<file path="config.mk">
export PLATFORM = sky130hd
export DESIGN_NAME = pirq_router
export DESIGN_NICKNAME = d
export VERILOG_FILES = /design/src/rtl/pirq_pkg.sv /design/src/rtl/pirq_cfg_regs.sv /design/src/rtl/pirq_legacy_merge.sv /design/src/rtl/pirq_router.sv
export SDC_FILE = /design/constraint.sdc
export NUM_CORES = 1
export LEC_CHECK = 0
export CAP_MARGIN = 5
export CORE_MARGIN = 5
export CORE_UTILIZATION = 25
export DETAILED_ROUTE_END_ITERATION = 16
export PLACE_DENSITY = 0.43
export SYNTH_ARGS = -nofsm -noshare
export SYNTH_HDL_FRONTEND = slang
export SYNTH_SLANG_ARGS = --single-unit
</file>
<file path="constraint.sdc">
create_clock -name clk -period 2.4 [get_ports clk]
set_clock_uncertainty 0.1 [all_clocks]
set_input_delay 0.48 -clock clk [delete_from_list [all_inputs] [get_ports clk]]
set_output_delay 0.48 -clock clk [all_outputs]
set_load 0.03 [all_outputs]
</file>
<file path="src/rtl/pirq_pkg.sv">
package pirq_pkg;
  localparam int BYTE_W   = 8;
  localparam int FLAG_BIT = 7;
  localparam int IRQ_W    = 7;
  localparam int SCI_CW   = 3;
  localparam int GSI_IW   = 5;

  typedef logic [BYTE_W-1:0] route_t;

  typedef struct packed {
    logic              ok;
    logic [GSI_IW-1:0] gsi;
  } sci_sel_t;

  function automatic sci_sel_t sci_decode(input logic [SCI_CW-1:0] code);
    sci_sel_t s;
    s.ok  = 1'b1;
    s.gsi = GSI_IW'(9);
    case (code)
      3'd0: s.gsi = GSI_IW'(9);
      3'd1: s.gsi = GSI_IW'(10);
      3'd2: s.gsi = GSI_IW'(11);
      3'd4: s.gsi = GSI_IW'(20);
      3'd5: s.gsi = GSI_IW'(21);
      default: s.ok = 1'b0;
    endcase
    return s;
  endfunction
endpackage

</file>
<file path="src/rtl/pirq_cfg_regs.sv">
module pirq_cfg_regs
  import pirq_pkg::*;
#(
  parameter int     GROUP_SIZE = 4,
  parameter int     ADDR_W     = 8,
  parameter int     GRP0_BASE  = 0,
  parameter int     GRP1_BASE  = 8,
  parameter int     SCI_ADDR   = 16,
  parameter route_t ROUTE_DEF  = 8'h80,
  parameter int     SCI_DEF    = 9,
  localparam int    NUM_PIRQ   = 2 * GROUP_SIZE
) (
  input  logic                               clk,
  input  logic                               rst,
  input  logic                               wr_en,
  input  logic [ADDR_W-1:0]                  wr_addr,
  input  logic [BYTE_W-1:0]                  wr_data,
  output logic [NUM_PIRQ-1:0][BYTE_W-1:0]    route_q,
  output logic [GSI_IW-1:0]                  sci_gsi
);

  sci_sel_t sel;
  logic     sci_wr;

  assign sel    = sci_decode(wr_data[SCI_CW-1:0]);
  assign sci_wr = wr_en && (wr_addr == ADDR_W'(SCI_ADDR));

  for (genvar i = 0; i < NUM_PIRQ; i++) begin : g_route
    localparam int ADDR_I = (i < GROUP_SIZE) ? (GRP0_BASE + i)
                                             : (GRP1_BASE + i - GROUP_SIZE);
    always_ff @(posedge clk) begin
      if (rst) begin
        route_q[i] <= ROUTE_DEF;
      end else if (wr_en && (wr_addr == ADDR_W'(ADDR_I))) begin
        route_q[i] <= wr_data;
      end
    end

    // default steering right after reset
    p_route_default_r1: assert property (@(posedge clk)
      $past(rst) |-> (route_q[i] == ROUTE_DEF));
  end

  always_ff @(posedge clk) begin
    if (rst) begin
      sci_gsi <= GSI_IW'(SCI_DEF);
    end else if (sci_wr && sel.ok) begin
      sci_gsi <= sel.gsi;
    end
  end

  // reserved codes keep the target
  p_reserved_hold_r8: assert property (@(posedge clk) disable iff (rst)
    (sci_wr && !sel.ok) |=> $stable(sci_gsi));

  // target is always one of the five legal pins
  p_sci_legal_r7: assert property (@(posedge clk) disable iff (rst)
    (sci_gsi == 5'd9) || (sci_gsi == 5'd10) || (sci_gsi == 5'd11) ||
    (sci_gsi == 5'd20) || (sci_gsi == 5'd21));

endmodule

</file>
<file path="src/rtl/pirq_legacy_merge.sv">
module pirq_legacy_merge
  import pirq_pkg::*;
#(
  parameter int NUM_PIRQ   = 8,
  parameter int NUM_LEGACY = 16
) (
  input  logic [NUM_PIRQ-1:0]             pirq_lvl,
  input  logic [NUM_PIRQ-1:0][BYTE_W-1:0] route_q,
  input  logic                            sci_lvl,
  input  logic [GSI_IW-1:0]               sci_gsi,
  output logic [NUM_LEGACY-1:0]           legacy
);

  for (genvar k = 0; k < NUM_LEGACY; k++) begin : g_pin
    logic [NUM_PIRQ-1:0] hit;
    for (genvar i = 0; i < NUM_PIRQ; i++) begin : g_src
      assign hit[i] = pirq_lvl[i] && !route_q[i][FLAG_BIT] &&
                      (route_q[i][IRQ_W-1:0] == IRQ_W'(k));
    end
    assign legacy[k] = (|hit) || (sci_lvl && (sci_gsi == GSI_IW'(k)));
  end

endmodule

</file>
<file path="src/rtl/pirq_router.sv">
module pirq_router
  import pirq_pkg::*;
#(
  parameter int GROUP_SIZE = 4,
  parameter int NUM_LEGACY = 16,
  parameter int ADDR_W     = 8,
  localparam int NUM_PIRQ  = 2 * GROUP_SIZE,
  localparam int NUM_GSI   = NUM_LEGACY + NUM_PIRQ
) (
  input  logic                clk,
  input  logic                rst,
  input  logic                wr_en,
  input  logic [ADDR_W-1:0]   wr_addr,
  input  logic [BYTE_W-1:0]   wr_data,
  input  logic [NUM_PIRQ-1:0] pirq_in,
  input  logic                sci_in,
  output logic [NUM_GSI-1:0]  gsi_out
);

  logic [NUM_PIRQ-1:0][BYTE_W-1:0] route_q;
  logic [GSI_IW-1:0]               sci_gsi;
  logic [NUM_LEGACY-1:0]           legacy;
  logic [NUM_PIRQ-1:0]             apic;

  pirq_cfg_regs #(
    .GROUP_SIZE(GROUP_SIZE),
    .ADDR_W    (ADDR_W)
  ) u_cfg (
    .clk    (clk),
    .rst    (rst),
    .wr_en  (wr_en),
    .wr_addr(wr_addr),
    .wr_data(wr_data),
    .route_q(route_q),
    .sci_gsi(sci_gsi)
  );

  pirq_legacy_merge #(
    .NUM_PIRQ  (NUM_PIRQ),
    .NUM_LEGACY(NUM_LEGACY)
  ) u_legacy (
    .pirq_lvl(pirq_in),
    .route_q (route_q),
    .sci_lvl (sci_in),
    .sci_gsi (sci_gsi),
    .legacy  (legacy)
  );

  for (genvar n = 0; n < NUM_PIRQ; n++) begin : g_apic
    assign apic[n] = pirq_in[n] ||
                     (sci_in && (sci_gsi == GSI_IW'(NUM_LEGACY + n)));

    // a raised line shows on its own APIC pin one clock later
    p_apic_follow_r2: assert property (@(posedge clk) disable iff (rst)
      pirq_in[n] |=> gsi_out[NUM_LEGACY + n]);
  end

  always_ff @(posedge clk) begin
    if (rst) begin
      gsi_out <= '0;
    end else begin
      gsi_out <= {apic, legacy};
    end
  end

  // nothing asserted one clock after all sources are quiet
  p_quiet_r10: assert property (@(posedge clk) disable iff (rst)
    ((pirq_in == '0) && !sci_in) |=> (gsi_out == '0));

  // the SCI level lands on the pin selected when it was sampled
  p_sci_lands_r7: assert property (@(posedge clk) disable iff (rst)
    sci_in |=> gsi_out[$past(sci_gsi)]);

endmodule

</file>
==> summary.txt <==
Status
  • Status: completed

Synth
  • Mean cell area of the mapped netlist: about 8.5 um2
  • Post-synthesis async set-or-reset flop share: 0%
  • Post-synthesis register bit count: 92
  • Post-synth top flop: dfxtp_1
  • Warnings from Yosys: 0
  • Number of synthesized flops with an enable pin: 0
  • Mapped Cells: 561
  • Distinct cell type count after synthesis: 48
  • Net Count, Synth: 589
  • Sequential share of the synthesized area: 38.5%
  • Netlist Area Pre-Place: roughly 4800 um2

Timing
  • Final worst-path cycle share: between 90% and 100%
  • Setup WS post-layout: about 130 ps
  • Final min period: 2270 ps
  • Hold slack: around 390 ps
  • Setup_tns: 0 ps
  • RSZ-0062 raised after global routing: false
  • Final setup fails: 0
  • Slew headroom: between 40% and 50%
  • Final hold vios: 0
  • Worst-margin pin slew: roughly 800 ps
  • Final Max Slew Viols: 0
  • Fmax: ~440 MHz

Final layout
  • Core Util, Final: between 30% and 40%
  • Fin nets: between 600 and 700
  • Fill count: roughly 2.0k
  • Cell Count, Final, Fillers Out: between 800 and 900
  • N_diodes: 0
  • Multi-input logic area: 2720 um2
  • Fin area: between 6000 and 7000 um2
  • Fraction of layout cells with a size suffix above 1: between 10% and 20%
  • Layout area overhead: 33.7%
  • Sequential cell area: between 1500 and 2000 um2

Power and ir drop
  • Seq pwr share: 46.0%
  • PwrDens: 524 nW/um2
  • Sw Share: ~22%
  • Clock Power Share: a little under half
  • P_sw: around 740 uW
  • Int Pwr: ~2.6 mW
  • Final Power: approximately 3.3 mW
  • Max IR drop VDD: 312 uV
  • LEAKAGE: 2.38 nW
  • Comb pwr share: 6.5%

Detailed routing
  • Via count: between 4k and 5k
  • Routed WL per cell: 20.6 um
  • Antenna Violating Nets Remaining: 0
  • DR iter-0 viols: 381
  • Total Routed Length: between 15 and 20 mm
  • DRT Pass-1 Iters: 5
  • Via density: about 5.2
  • Residual DRC count: 0

Placement
  • Global placement routability congestion: approximately 0.96
  • Pre-CTS setup slack: -235 ps
  • Placed cell count: slightly below 900
  • DP Area: just over 6000 um2
  • DP Wirelength: approximately 15 mm
  • I/O Buffers: slightly above 50

Worst setup path
  • CP Capture Type: flop
  • CP bufs+invs: 2
  • Crit Path Class: in2reg
  • Data required time of the worst path: around 2600 ps
  • Worst path cell trace: clkdlybuf4s50_1, or4b_1, nor4b_1, buf_4, nand3_1, a41oi_1
  • CP max stage cell: or4b_1
  • Crit path DAT: 2430 ps
  • Top delay family on crit path: simple AND/OR/NAND/NOR gates
  • Slowest Stage Delay on Critical Path: approximately 540 ps
  • Type of origin of the critical path: input port
  • Maximum fanout along the worst path: 5

CTS
  • Setup Buffers After CTS: 0
  • Clock Tree Root: clkbuf_16
  • CTS Hold Buffers Added: 0
  • # resized after CTS: 0
  • Clock buffer depth: 2
  • Total CTS buffers: 9
  • Worst-path clk slew: about 60 ps
  • CTS tree: yes
  • H-tree depth: 3
  • CTS Sinks: 92
  • Clk_lat worst skew: approximately 350 ps

Global routing
  • Vias in the first global route: 4514
  • Total track usage: around 17%
  • Largest net degree at the start of global routing: 67
  • Initial antenna violation count: 0
  • Total gr overflow: 0
  • First-pass GRT wire length: around 28 mm

Min path
  • Hold WC Path Type: reg2reg

Floorplan
  • Initial Util: about a quarter
  • Die Height: around 150 um
  • Chip width: 148 um
  • Die area: roughly 22000 um2
  • Rows: 50
  • Core Box Area: 18800 um2
  • # IOs: between 50 and 60

Flow run
  • Max Cap Viol: 0
[path summary, 6_finish.rpt]
path	start	endpoint	slack (ps)	cells past startpoint
worst max register to register	u_cfg.route_q[36]$_SDFFE_PP0P_	gsi_out[1]$_SDFF_PP0_	150	5
worst min-delay path	u_cfg.route_q[53]$_SDFFE_PP0P_	u_cfg.route_q[53]$_SDFFE_PP0P_	390	2
worst max-delay path	pirq_in[6]	gsi_out[7]$_SDFF_PP0_	130	6
worst min register to register	u_cfg.route_q[53]$_SDFFE_PP0P_	u_cfg.route_q[53]$_SDFFE_PP0P_	390	2
[power by group through the flow]
stage / Sequential [mW] / Clock [mW] / Combinational [mW]
after floorplan: 1.59 / 0 / 0.0676
after global placement: 1.57 / 0 / 0.221
after detailed placement: 1.57 / 0 / 0.222
after CTS: 1.54 / 1.64 / 0.222
after global routing: 1.54 / 1.69 / 0.236
final: 1.54 / 1.59 / 0.219
[final cells by class]
| cell class | count | share of cell area [%] |
|---|---|---|
| timing repair buffer | 132 | 18.2 |
| tap | 234 | 4.58 |
| clock inverter | 5 | 1.29 |
| inverter | 11 | 0.646 |
| sequential | 92 | 28.8 |
| multi-input combinational | 412 | 42.5 |
| clock buffer | 11 | 3.96 |
[metal layers]
layer | share of wire (%) | track usage (%) | vias up
met3 | 3.6 | 2.32 | 25
met1 | 49 | 23.9 | 2222
met4 | 2.7 | 6.79 | 0
li1 | - | - | 2272
met2 | 44 | 26.7 | 130
met5 | 0 | 0 | -
[cell usage after synthesis (all sizes together), types with 2 or more instances]
cell / instances / share of area [%]
a2111oi: 4 / 0.73
a211o: 8 / 1.5
a211oi: 10 / 1.6
a21oi: 9 / 0.94
a221oi: 4 / 0.73
a22oi: 7 / 1.1
a311oi: 2 / 0.37
a31oi: 10 / 1.3
a41oi: 10 / 1.8
and3: 2 / 0.26
buf: 5 / 0.55
clkbuf: 41 / 3.2
dfxtp: 92 / 39
inv: 11 / 0.86
mux2i: 57 / 12
nand2: 16 / 1.3
nand2b: 11 / 1.4
nand3: 6 / 0.63
nand3b: 3 / 0.47
nand4: 2 / 0.26
nand4b: 6 / 1.1
nor2: 83 / 6.5
nor2b: 19 / 2.5
nor3: 69 / 7.2
nor3b: 3 / 0.47
nor4: 18 / 2.8
nor4b: 5 / 0.92
nor4bb: 3 / 0.63
o22a: 2 / 0.37
or2: 2 / 0.26
or3: 5 / 0.65
or3b: 4 / 0.73
or4: 8 / 1.3
or4b: 8 / 1.7
or4bb: 8 / 1.9
xnor2: 2 / 0.37
[sequential cells by signal, indices dropped and copies added (netlist names)]
| signal | cells |
|---|---|
| u_cfg.route_q | 64 |
| gsi_out | 24 |
| u_cfg.sci_gsi | 4 |
[kinds of logic after synthesis]
logic type,synth area share [%]
buffers and inverters,4.63
and+or+nand+nor,33.4
xor gates and xnor gates,0.367
muxes,12.2
DFF,38.5
AOI/OAI and AO/OA,10.9
[placed cells by master (no fill, tap or decap), types with 9 or more instances in the layout]
| cell type | count |
|---|---|
| clkbuf_16 | 9 |
| clkdlybuf4s50_1 | 50 |
| nand2_1 | 16 |
| a21oi_1 | 9 |
| nor2_1 | 83 |
| buf_4 | 77 |
| a41oi_1 | 10 |
| a211oi_1 | 10 |
| nor4_1 | 16 |
| nand2b_1 | 11 |
| mux2i_1 | 57 |
| dfxtp_1 | 92 |
| inv_1 | 11 |
| nor3_1 | 69 |
| nor2b_1 | 19 |
| a31oi_1 | 10 |
[worst register-to-register path, delay by kind of cell, from the launching register on]
| kind | cells | cell delay (ps) |
|---|---|---|
| AOI/OAI and AO/OA | 2 | 320 |
| DFF | 1 | 310 |
| buffers and inverters | 1 | 240 |
| and+or+nand+nor | 2 | 1190 |
(Power assumes the default switching activity.)
